`src/rtl/pt_walk2.sv`:
```
module pt_walk2 #(
  parameter int LA_W     = 32,
  parameter int DIR_W    = 10,
  parameter int OFS_W    = 12,
  parameter int PRES_BIT = 0,
  parameter int BIG_BIT  = 7
) (
  input  logic                    clk,
  input  logic                    rst_n,
  input  logic                    req_valid,
  input  logic [LA_W-1:0]         req_lin,
  input  logic [LA_W-OFS_W-1:0]   dir_frame,
  input  logic                    big_en,
  output logic                    busy,
  output logic                    done,
  output logic                    fault,
  output logic [LA_W-1:0]         phys,
  output logic                    mem_req,
  output logic [LA_W-1:0]         mem_addr,
  input  logic                    mem_ready,
  input  logic                    mem_rvalid,
  input  logic [LA_W-1:0]         mem_rdata
);
  localparam int FRM_W  = LA_W - OFS_W;
  localparam int TBL_W  = LA_W - DIR_W - OFS_W;
  localparam int BOFS_W = LA_W - DIR_W;
  localparam int ENT_SH = 2;

  typedef enum logic [2:0] {S_IDLE, S_DRQ, S_DWT, S_TRQ, S_TWT} st_t;
  st_t st;

  logic [LA_W-1:0]  lin_q;
  logic [FRM_W-1:0] dfrm_q, tfrm_q;
  logic             big_q;

  wire [DIR_W-1:0] dir_idx = lin_q[LA_W-1 -: DIR_W];
  wire [TBL_W-1:0] tbl_idx = lin_q[OFS_W +: TBL_W];
  wire [LA_W-1:0]  d_addr  = {dfrm_q, {OFS_W{1'b0}}} + LA_W'({dir_idx, {ENT_SH{1'b0}}});
  wire [LA_W-1:0]  t_addr  = {tfrm_q, {OFS_W{1'b0}}} + LA_W'({tbl_idx, {ENT_SH{1'b0}}});
  wire             ent_ok  = mem_rdata[PRES_BIT];
  wire             is_big  = big_q && mem_rdata[BIG_BIT];

  assign busy     = (st != S_IDLE);
  assign mem_req  = (st == S_DRQ) || (st == S_TRQ);
  assign mem_addr = (st == S_TRQ) ? t_addr : d_addr;

  always_ff @(posedge clk) begin
    if (!rst_n) begin
      st     <= S_IDLE;
      lin_q  <= '0;
      dfrm_q <= '0;
      tfrm_q <= '0;
      big_q  <= 1'b0;
      done   <= 1'b0;
      fault  <= 1'b0;
      phys   <= '0;
    end else begin
      done <= 1'b0;
      case (st)
        S_IDLE: if (req_valid) begin
          lin_q  <= req_lin;
          dfrm_q <= dir_frame;
          big_q  <= big_en;
          st     <= S_DRQ;
        end
        S_DRQ: if (mem_ready) st <= S_DWT;
        S_DWT: if (mem_rvalid) begin
          if (!ent_ok) begin
            done  <= 1'b1;
            fault <= 1'b1;
            phys  <= '0;
            st    <= S_IDLE;
          end else if (is_big) begin
            done  <= 1'b1;
            fault <= 1'b0;
            phys  <= {mem_rdata[LA_W-1 -: DIR_W], lin_q[BOFS_W-1:0]};
            st    <= S_IDLE;
          end else begin
            tfrm_q <= mem_rdata[LA_W-1 -: FRM_W];
            st     <= S_TRQ;
          end
        end
        S_TRQ: if (mem_ready) st <= S_TWT;
        S_TWT: if (mem_rvalid) begin
          done  <= 1'b1;
          fault <= !ent_ok;
          phys  <= ent_ok ? {mem_rdata[LA_W-1 -: FRM_W], lin_q[OFS_W-1:0]} : '0;
          st    <= S_IDLE;
        end
        default: st <= S_IDLE;
      endcase
    end
  end

  logic [1:0] rd_n;
  always_ff @(posedge clk) begin
    if (!rst_n) rd_n <= '0;
    else if (!busy && req_valid) rd_n <= '0;
    else if (mem_req && mem_ready) rd_n <= rd_n + 2'd1;
  end


  addr_hold_chk: assert property (@(posedge clk) disable iff (!rst_n)
    (mem_req && !mem_ready) |=> (mem_req && $stable(mem_addr)));


  done_pulse_chk: assert property (@(posedge clk) disable iff (!rst_n)
    done |=> !done);


  fault_zero_chk: assert property (@(posedge clk) disable iff (!rst_n)
    (done && fault) |-> (phys == '0));


  start_req_chk: assert property (@(posedge clk) disable iff (!rst_n)
    $rose(busy) |-> $past(req_valid));


  read_limit_chk: assert property (@(posedge clk) disable iff (!rst_n)
    (mem_req && mem_ready) |-> (rd_n < 2'd2));


  hold_result_chk: assert property (@(posedge clk) disable iff (!rst_n)
    !done |-> ($stable(phys) && $stable(fault)));
endmodule

```
`config.mk`:
```
export PLATFORM = sky130hd
export DESIGN_NAME = pt_walk2
export DESIGN_NICKNAME = d
export VERILOG_FILES = /design/src/rtl/pt_walk2.sv
export SDC_FILE = /design/constraint.sdc
export NUM_CORES = 1
export LEC_CHECK = 0
export BUFFER_PORTS_ARGS = -buffer_cell sky130_fd_sc_hd__buf_2
export CAP_MARGIN = 0
export CORE_ASPECT_RATIO = 0.8
export CORE_MARGIN = 2
export CORE_UTILIZATION = 40
export CTS_CLUSTER_SIZE = 14
export DETAILED_ROUTE_END_ITERATION = 12
export PLACE_DENSITY = 0.71
export REMOVE_ABC_BUFFERS = 1
export SYNTH_ARGS = -nofsm -noshare
export SYNTH_HDL_FRONTEND = slang
export SYNTH_SLANG_ARGS = --single-unit
```
`constraint.sdc`:
```
create_clock -name clk -period 1.7 [get_ports clk]
set_input_delay 0.17 -clock clk [delete_from_list [all_inputs] [get_ports clk]]
set_output_delay 0.17 -clock clk [all_outputs]
set_load 0.05 [all_outputs]
```
**After elaboration in Yosys (flattened, before gate mapping)**

Index checks and enable logic that the tools add are counted.

- Register bits: 110
- Input bits: 90
- Output and inout port bits: 68
- Word-level logic and storage cells: 56

- $add $sub $neg: 2
- Equal/unequal tests: 10
- Multiplexer cells: 25
- Bitwise logic cells: 1
- Reduce and logical (&&, ||, !) cells: 10

Operators by type and width:

| operator | number |
|---|---|
| 32-bit two-way mux | 6 |
| 32-bit by 12-bit adder with 32-bit output | 2 |
| 32-bit one-hot mux with 2 select lines | 1 |
| 3-bit two-way mux | 5 |
| 3-bit one-hot mux with 5 select lines | 1 |
| 2-bit inequality test (second input constant) | 5 |
| 1-bit two-way mux | 8 |
| 4-bit AND reduction | 2 |
| 3-bit by 2-bit == test with 1-bit output (second input constant) | 2 |
| 5-bit AND reduction | 1 |
| 2-bit two-way mux | 2 |
| 1-bit one-hot mux with 2 select lines | 2 |
| 3-bit by 1-bit == test with 1-bit output (second input constant) | 1 |
| 3-bit == test (second input constant) | 1 |
| 3-bit logical NOT | 1 |
| 3-bit inequality test (second input constant) | 1 |
| 3-bit nonzero test | 1 |
| 2-bit AND reduction | 1 |
| 2-bit nonzero test | 1 |
| 1-bit logical AND | 1 |
| 1-bit logical NOT | 1 |
| 1-bit logical OR | 1 |
| 1-bit inverter | 1 |

**Longest topological paths before layout**

Gate-level depths: netlist of run 1.

- Word-level depth: 5
- Gate-level depth with buffers: 7
- Depth with buffers taken out: 4

**Worst setup path after synthesis of run 1**

OpenSTA, ideal clock, no wires.

- Path type: reg2out
- Start point: reg st[2]
- End point: out mem_addr[10]
- Data arrival time: 1.779 ns
- Data required time: 1.530 ns
- Slack: -0.249 ns
- Stages on the path, launching flop included: 6
- Buffers on the path: 2
- Path through: dfxtp_1 -> buf_2 -> and2b_1 -> nand2_1 -> buf_2 -> mux2_2

- Cells in the longest elaborated chain, start to end: 2

RTL lines:

| item | line | RTL |
|---|---|---|
| start: declaration | 30 | `st_t st;` |
| start signal: assignment | 49 | `st <= S_IDLE;` |
| start signal: assignment | 64 | `st <= S_DRQ;` |
| start signal: assignment | 66 | `S_DRQ: if (mem_ready) st <= S_DWT;` |
| 3-bit by 2-bit == test with 1-bit output | 45 | `assign mem_addr = (st == S_TRQ) ? t_addr : d_addr;` |
| 32-bit two-way mux | 45 |  |
| end: declaration | 19 | `output logic [LA_W-1:0] mem_addr,` |

No other way between the ends.

**Worst setup path in the final report of run 1**

- Start point: reg st[2]
- End point: out mem_addr[28]

The elaborated chain is that of the path after synthesis.

==> flow_summary.toml, run 1 <==
[placed_design]
placed_cell_area_um2 = 5800
hpwlAfterDp_um = 8520
routabilityCongestion = 0.791
io_buffer_count = 145

[cts]
cts-buffers-inserted = 9
cts_tree = "yes"
clk_pin_slew_worst_paths_ns = 0.07
ctsHoldBuffers = 0
ctsHtreeMaxLevel = 3
cts_root_buf = "clkbuf_16"
clockBufferDepth = 2
cts.sinks = 110
clock_latency_ns = 0.34

[layout]
post-route-cell-area_um2 = 6670
multi_input_area_um2 = 2490
fin_nets = 758
final_common_cell = "nand2_1"
antennaDiodeCount = 0
area_growth_pct = 39.1
seqCellArea_um2 = 2210
final_util = 0.574
layout_common_cells = "nand2_1, buf_2, dfxtp_1, a21boi_1, a21boi_0"
fillerInstances = 1020
layout-drive-gt1-share = 0.354

[hold_path]
hold_depth = 3
whs_endpoint = "dfrm_q[6]"
min_from = "dir_frame[6]"
min_path_type = "in2reg"

[route]
route.detailed.drc = 0
first_pass_iters = 4
drtIter0Drc = 184
ant_nets = 0
routed_wl_um = 13100
viasPerCell = 5.09
wl_per_cell_um = 16.0
dr_total_vias = 4176

[floorplanning]
core_area_um2 = 11600
fp.dieH_um = 102
start_util = 0.413
pin_count = 158
rows = 35
die_area_um2 = 12900
die_w_um = 126

[setup_path]
crit_arrival_ns = 1.72
crit_chain = "and2b_2, nand2_8, buf_8, mux2_2, buf_6"
critPathTopFamily = "simple AND/OR/NAND/NOR gates"
crit_path_start_kind = "flip-flop"
crit_cells = 5
r2r_start = "st[2]"
reg2reg_depth = 7
setup.worst_path.class = "reg2out"
crit_buf_inv = 2
regToRegSetupSlack_ns = -0.03
max_stage_delay_ns = 0.35
slowest_stage = "mux2_2"
timing.rr.end = "phys[15]"
cp.required_ns = 1.53
cp-end-kind = "primary output"
path_max_fanout = 6

[yosys]
syn_area_um2 = 4790
seq_area_frac_synth = 0.460
ys.flop_type = "dfxtp_1"
avgSynthCellArea_um2 = 9.21
ys_async_sr_fraction = 0
ys_ff_latch = 110
syn_inst = 520
yosys_warnings = 0
synth_cell_types = 35
synth_edf_count = 0

[power]
total_power_uw = 8730
leakagePower_uw = 0.00299
max-vdd-ir-drop_v = 0.000970
p_per_area_nw_per_um2 = 1310

[timing]
timing.final.max_slew_violations = 0
rsz0062_at_grt = "true"
period_minus_slack_ns = 1.89
post-route-period-util = 1.11
skew_ns = 0.00709
max_freq_mhz = 529
whs_ns = 0.0600
setup_viol_count_final = 36
setup_slack_ns = -0.192
hold_viol = 0

[global_routing]
track_usage = 0.195
grt_pass1_wl_um = 20100
antenna_found_initial = 0
grt_pass1_vias = 4072
grt_max_degree = 62
overflow = 0

[run_status]
violations = "negative setup slack"
status = "finished with violations"

[run]
maxCapViolCount = 0
-- synth_stat cells, types with 2 or more instances --
cell       number  area [um^2]
nand2_1       132          495
dfxtp_1       110         2200
a21boi_1       39          293
a21boi_0       37          278
mux2i_1        31          310
mux2_2         30          338
nand3_1        23          115
nor2b_1        22          138
clkbuf_1       18         67.6
and2_1         12         75.1
buf_2          12         60.1
buf_4          11         82.6
o2bb2ai_1      11         96.3
o21ai_0         5         25.0
a211oi_1        3         22.5
nor2_1          3         11.3
inv_1           2         7.51
nor3b_1         2         15.0
-- report_power, final --
| part | total [uW] | internal (uW) | switching, uW | leakage [uW] |
|---|---|---|---|---|
| registers | 3090 | 2900 | 190 | 0.000896 |
| logic | 3560 | 1480 | 2080 | 0.00195 |
| clock network | 2080 | 1170 | 912 | 0.000141 |
| total | 8730 | 5540 | 3190 | 0.00299 |
-- per-stage QoR --
step | setup TNS, ns | setup WS, ns | cells
after floorplan | -41.82 | -0.709 | 479
after global placement | 0 | 0.0867 | 797
after detailed placement | 0 | 0.0287 | 797
after CTS | -6.78 | -0.257 | 813
after global routing | -7.84 | -0.247 | 820
final | -5.28 | -0.192 | 820
-- worst register-to-register path, delay by kind of cell (launching register included) --
| kind | cells | cell delay, ns |
|---|---|---|
| buf+inv | 3 | 0.49 |
| simple gates | 2 | 0.55 |
| flops | 1 | 0.32 |
| compound gates | 2 | 0.31 |
-- flip-flops by register name (all words and copies together) (netlist names) --
| register | count |
|---|---|
| tfrm_q | 20 |
| lin_q | 32 |
| big_q | 1 |
| st | 3 |
| phys | 32 |
| fault | 1 |
| dfrm_q | 20 |
| done | 1 |
-- repair_timing --
action	4_1_cts	5_1_grt
resized for setup	65	51
gates cloned	1	6
pin swaps	0	4
setup buffers	0	1
endpoints found under the setup margin	30	64
-- cell families after synthesis --
logic type / count (synthesis) / share of synthesized area
other: 1 / 0.000783
xor gates and xnor gates: 1 / 0.00183
buffers and inverters: 44 / 0.0462
muxes: 61 / 0.135
DFF: 110 / 0.460
and+or+nand+nor: 201 / 0.191
AOI/OAI and AO/OA: 102 / 0.165
-- cell type report --
type	instances	area share
Inverter	2	0.00113
Tap cell	148	0.0278
Clock inverter	4	0.00713
Timing Repair Buffer	178	0.223
Sequential cell	110	0.331
Clock buffer	11	0.0364
Multi-Input combinational cell	367	0.373
-- how the worst max path moves through the flow --
stage / from / to / slack, ns
6_report: st[2] / mem_addr[28] / -0.19
5_1_grt: st[2] / mem_addr[22] / -0.25
4_1_cts: st[2] / mem_addr[21] / -0.26
3_5_place_dp: st[2] / phys[2] / 0.03
3_3_place_gp: st[2] / mem_addr[21] / 0.09
2_1_floorplan: st[0] / mem_addr[10] / -0.71
-- routing by layer --
metal  up-vias  global-route usage  wire [um]
met5         -                   0          0
met4         0              0.0609        167
met3        13              0.0508        713
met2       112               0.325       6110
met1      2004               0.249       6140
li1       2047                   -          -
No activity file was read; power rests on OpenSTA's default activity.
==> inputs of run 2 (changes only) <==
CELL_PAD_IN_SITES_DETAIL_PLACEMENT = 0   (was unset)
CELL_PAD_IN_SITES_GLOBAL_PLACEMENT = 1   (was unset)
CORE_UTILIZATION = 37   (was 40)
PLACE_DENSITY = 0.84   (was 0.71)
==> flow_summary.toml, run 2 (synthesis gave the netlist of run 1 again) <==
[floorplanning]
rows = 37
die_area_um2 = 13900
pin_count = 158
fp.dieH_um = 106
start_util = 0.376
die_w_um = 131
core_area_um2 = 12700

[route]
route.detailed.drc = 0
wl_per_cell_um = 16.1
drtIter0Drc = 178
dr_total_vias = 4178
first_pass_iters = 4
ant_nets = 0
viasPerCell = 4.90
routed_wl_um = 13700

[timing]
whs_ns = 0.0447
period_minus_slack_ns = 1.91
timing.final.max_slew_violations = 0
setup_slack_ns = -0.209
setup_viol_count_final = 67
hold_viol = 0
max_freq_mhz = 524
rsz0062_at_grt = "true"
post-route-period-util = 1.12
skew_ns = 0.00528

[setup_path]
slowest_stage = "or3b_4"
crit_chain = "buf_4, buf_6, buf_6, or3b_4, o211ai_4, buf_6, buf_12, o2bb2ai_1, and2_1"
setup.worst_path.class = "reg2reg"
crit_path_start_kind = "flip-flop"
crit_buf_inv = 5
path_max_fanout = 11
critPathTopFamily = "buffers and inverters"
cp.required_ns = 2.00
cpMostUsedCell = "buf_6"
cp-end-kind = "flip-flop"
crit_arrival_ns = 2.21
max_stage_delay_ns = 0.42

[layout]
area_growth_pct = 44.9
layout-drive-gt1-share = 0.386
fillerInstances = 1182
antennaDiodeCount = 0
seqCellArea_um2 = 2200
reg.largest.list = "lin_q (32), phys (32)"
final_common_cell = "nand2_1"
multi_input_area_um2 = 2610
layout_common_cells = "nand2_1, buf_2, dfxtp_1, a21boi_0, a21boi_1"
fin_nets = 762
fin_cells = 852

[power]
max-vdd-ir-drop_v = 0.000670
p_per_area_nw_per_um2 = 1350
total_power_uw = 9350
leakagePower_uw = 0.00310

[placed_design]
dpl.cell_count = 823
routabilityCongestion = 0.786
io_buffer_count = 145
hpwlAfterDp_um = 8490

[cts]
clockBufferDepth = 2
cts.sinks = 110
ctsHtreeMaxLevel = 3
clk_pin_slew_worst_paths_ns = 0.07
cts-buffers-inserted = 9
clock_latency_ns = 0.36
cts_tree = "yes"
ctsHoldBuffers = 0
cts_root_buf = "clkbuf_16"

[global_routing]
grt_pass1_vias = 4056
grt_pass1_wl_um = 20500
antenna_found_initial = 0
grt_max_degree = 57
track_usage = 0.185
overflow = 0

[run_status]
violations = "negative setup slack"
status = "finished with violations"

[hold_path]
min_path_type = "in2reg"

[run]
maxCapViolCount = 0
## run 2: metrics by stage
step | utilization | setup TNS [ns] | setup WS [ns] | area, um^2
CTS | 0.513 | -7.21 | -0.266 | 6530
global placement | 0.457 | 0 | 0.0850 | 5810
finish | 0.545 | -10.69 | -0.209 | 6940
global route | 0.545 | -16.28 | -0.272 | 6940
detailed placement | 0.457 | 0 | 0.0486 | 5810
floorplan | - | -41.82 | -0.709 | 4580
## run 2: final timing paths
| kind | from | end | slack (ns) | cells past startpoint |
|---|---|---|---|---|
| min reg2reg | phys[30] | phys[30] | 0.45 | 2 |
| max reg2reg | st[2] | phys[13] | -0.21 | 9 |
| min | req_lin[28] | lin_q[28] | 0.04 | 3 |
| max | st[2] | phys[13] | -0.21 | 9 |
## run 2: per-layer routing
layer	vias up	track usage	routed length [um]
met5	-	0	0
met4	0	0.0536	146
met3	13	0.0587	743
met2	101	0.303	6550
met1	2009	0.236	6260
li1	2055	-	-
## run 2: layout make-up
cell class                 instances  share of cell area
multi-input combinational        367               0.376
sequential                       110               0.317
clock buffer                      10              0.0344
tap                              175              0.0315
clock inverter                     6              0.0157
inverter                           2             0.00108
timing repair buffer             182               0.223
## run 2: what timing repair did
item	4_1_cts	5_1_grt
pin swaps	2	14
setup buffers	5	4
setup endpoints to repair	30	107
gates resized for setup	82	93
gates cloned	2	5
## run 2: where the power goes
part           internal [uW]  leakage [uW]  switching, uW  total [uW]
combinational           1620       0.00203           2190        3820
sequential              2890      0.000895            189        3080
clock                   1480      0.000172            971        2450
## run 2: worst register-to-register path, cell delays in order (launching register included)
cell,delay (ns)
dfxtp_2,0.33
buf_4,0.13
buf_6,0.11
buf_6,0.11
or3b_4,0.42
o211ai_4,0.22
buf_6,0.15
buf_12,0.14
o2bb2ai_1,0.12
and2_1,0.13
==> inputs of run 3 (changes only) <==
SKIP_LAST_GASP = 1   (was unset)
==> flow_summary.toml, run 3 (synthesis gave the netlist of run 1 again) <==
[layout]
multi_input_area_um2 = 2640
final_common_cell = "nand2_1"
fin_nets = 762
fin_cells = 852
seqCellArea_um2 = 2200
reg.largest.list = "lin_q (32), phys (32)"
post-route-cell-area_um2 = 6990
antennaDiodeCount = 0
fillerInstances = 1175
final_util = 0.549
layout-drive-gt1-share = 0.390
area_growth_pct = 45.9
layout_common_cells = "nand2_1, buf_2, dfxtp_1, a21boi_0, a21boi_1"

[power]
swShare = 0.360
p_per_area_nw_per_um2 = 1350
clkPwrFrac = 0.261
p_int_uw = 6020
comb_power_share = 0.411
seqPwrFrac = 0.328
leakagePower_uw = 0.00311
max-vdd-ir-drop_v = 0.000670
p_sw_uw = 3390

[setup_path]
setup.worst_path.start = "st[2]"
crit_arrival_ns = 1.73
path_max_fanout = 6
cp-end-kind = "primary output"
cp.required_ns = 1.53
setup.worst_path.class = "reg2out"
r2r_start = "st[2]"
crit_path_start_kind = "flip-flop"

[cts]
clock_latency_ns = 0.36
ctsHtreeMaxLevel = 3
cts.sinks = 110
clk_pin_slew_worst_paths_ns = 0.07
cts_root_buf = "clkbuf_16"
clockBufferDepth = 2
cts_tree = "yes"
cts-buffers-inserted = 9

[global_routing]
track_usage = 0.185
grt_pass1_vias = 4058
grt_max_degree = 57
overflow = 0
grt_pass1_wl_um = 20500
antenna_found_initial = 0

[timing]
rsz0062_at_grt = "true"
timing.final.max_slew_violations = 0
whs_ns = 0.0441
tns_ns = -10.72
period_minus_slack_ns = 1.90
setup_slack_ns = -0.203
post-route-period-util = 1.12
max_freq_mhz = 525
setup_viol_count_final = 76
skew_ns = 0.00517
hold_viol = 0

[route]
ant_nets = 0
wl_per_cell_um = 16.3
viasPerCell = 4.94
route.detailed.drc = 0
first_pass_iters = 4
routed_wl_um = 13900
dr_total_vias = 4213
drtIter0Drc = 181

[floorplanning]
rows = 37
die_w_um = 131
core_area_um2 = 12700
pin_count = 158
fp.dieH_um = 106
die_area_um2 = 13900
start_util = 0.376

[run_status]
status = "finished with violations"
violations = "negative setup slack"

[placed_design]
hpwlAfterDp_um = 8490
placed_cell_area_um2 = 5810
dpl.cell_count = 823
io_buffer_count = 145
routabilityCongestion = 0.786

[hold_path]
min_path_type = "in2reg"
min_from = "req_lin[28]"

[run]
maxCapViolCount = 0
-- run 3: layer usage --
metal  vias to the layer above  track usage  routed length (um)
met5                         -            0                   0
met4                         0       0.0536                 167
met3                        17       0.0587                 760
met2                       104        0.302                6580
met1                      2043        0.237                6360
li1                       2049            -                   -
-- run 3: cell type report --
type / instances / area share
tap: 175 / 0.0313
multi-input combinational: 367 / 0.378
sequential: 110 / 0.315
timing repair buffer: 182 / 0.224
clock inverter: 6 / 0.0156
inverter: 2 / 0.00107
clock buffer: 10 / 0.0342
-- run 3: through the flow --
stage          worst slack (ns)  power (uW)
2_1_floorplan            -0.709        5000
3_3_place_gp             0.0850        6000
3_5_place_dp             0.0486        6070
4_1_cts                  -0.266        8850
5_1_grt                  -0.255        9830
6_report                 -0.203        9410
-- run 3: worst max-delay path, stage by stage (launching register included) --
cell and delay (ns):
dfxtp_2 0.33, and2b_2 0.26, nand2_8 0.13, buf_12 0.15, mux2_2 0.34, buf_6 0.15
-- run 3: power by group through the flow --
stage / sequential, uW / clock, uW / combinational [uW]
floorplan: 3240 / 0 / 1770
global placement: 3090 / 0 / 2900
detailed placement: 3110 / 0 / 2960
CTS: 3060 / 2500 / 3290
global route: 3120 / 2610 / 4090
finish: 3090 / 2450 / 3870
-- run 3: path summary, 6_finish.rpt --
check / to / slack [ns] / depth (start not counted)
max: mem_addr[6] / -0.20 / 5
min: lin_q[28] / 0.04 / 3
min reg2reg: phys[30] / 0.45 / 2
max reg2reg: phys[13] / -0.20 / 9
-- run 3: timing repair --
item / 4_1_cts / 5_1_grt
gates resized for setup: 82 / 96
cloned: 2 / 6
buffers inserted: 5 / 3
hold buffers: 0 / 0
endpoints found under the setup margin: 30 / 107
hold endpoints to repair: 0 / 0
pin swaps: 1 / 19
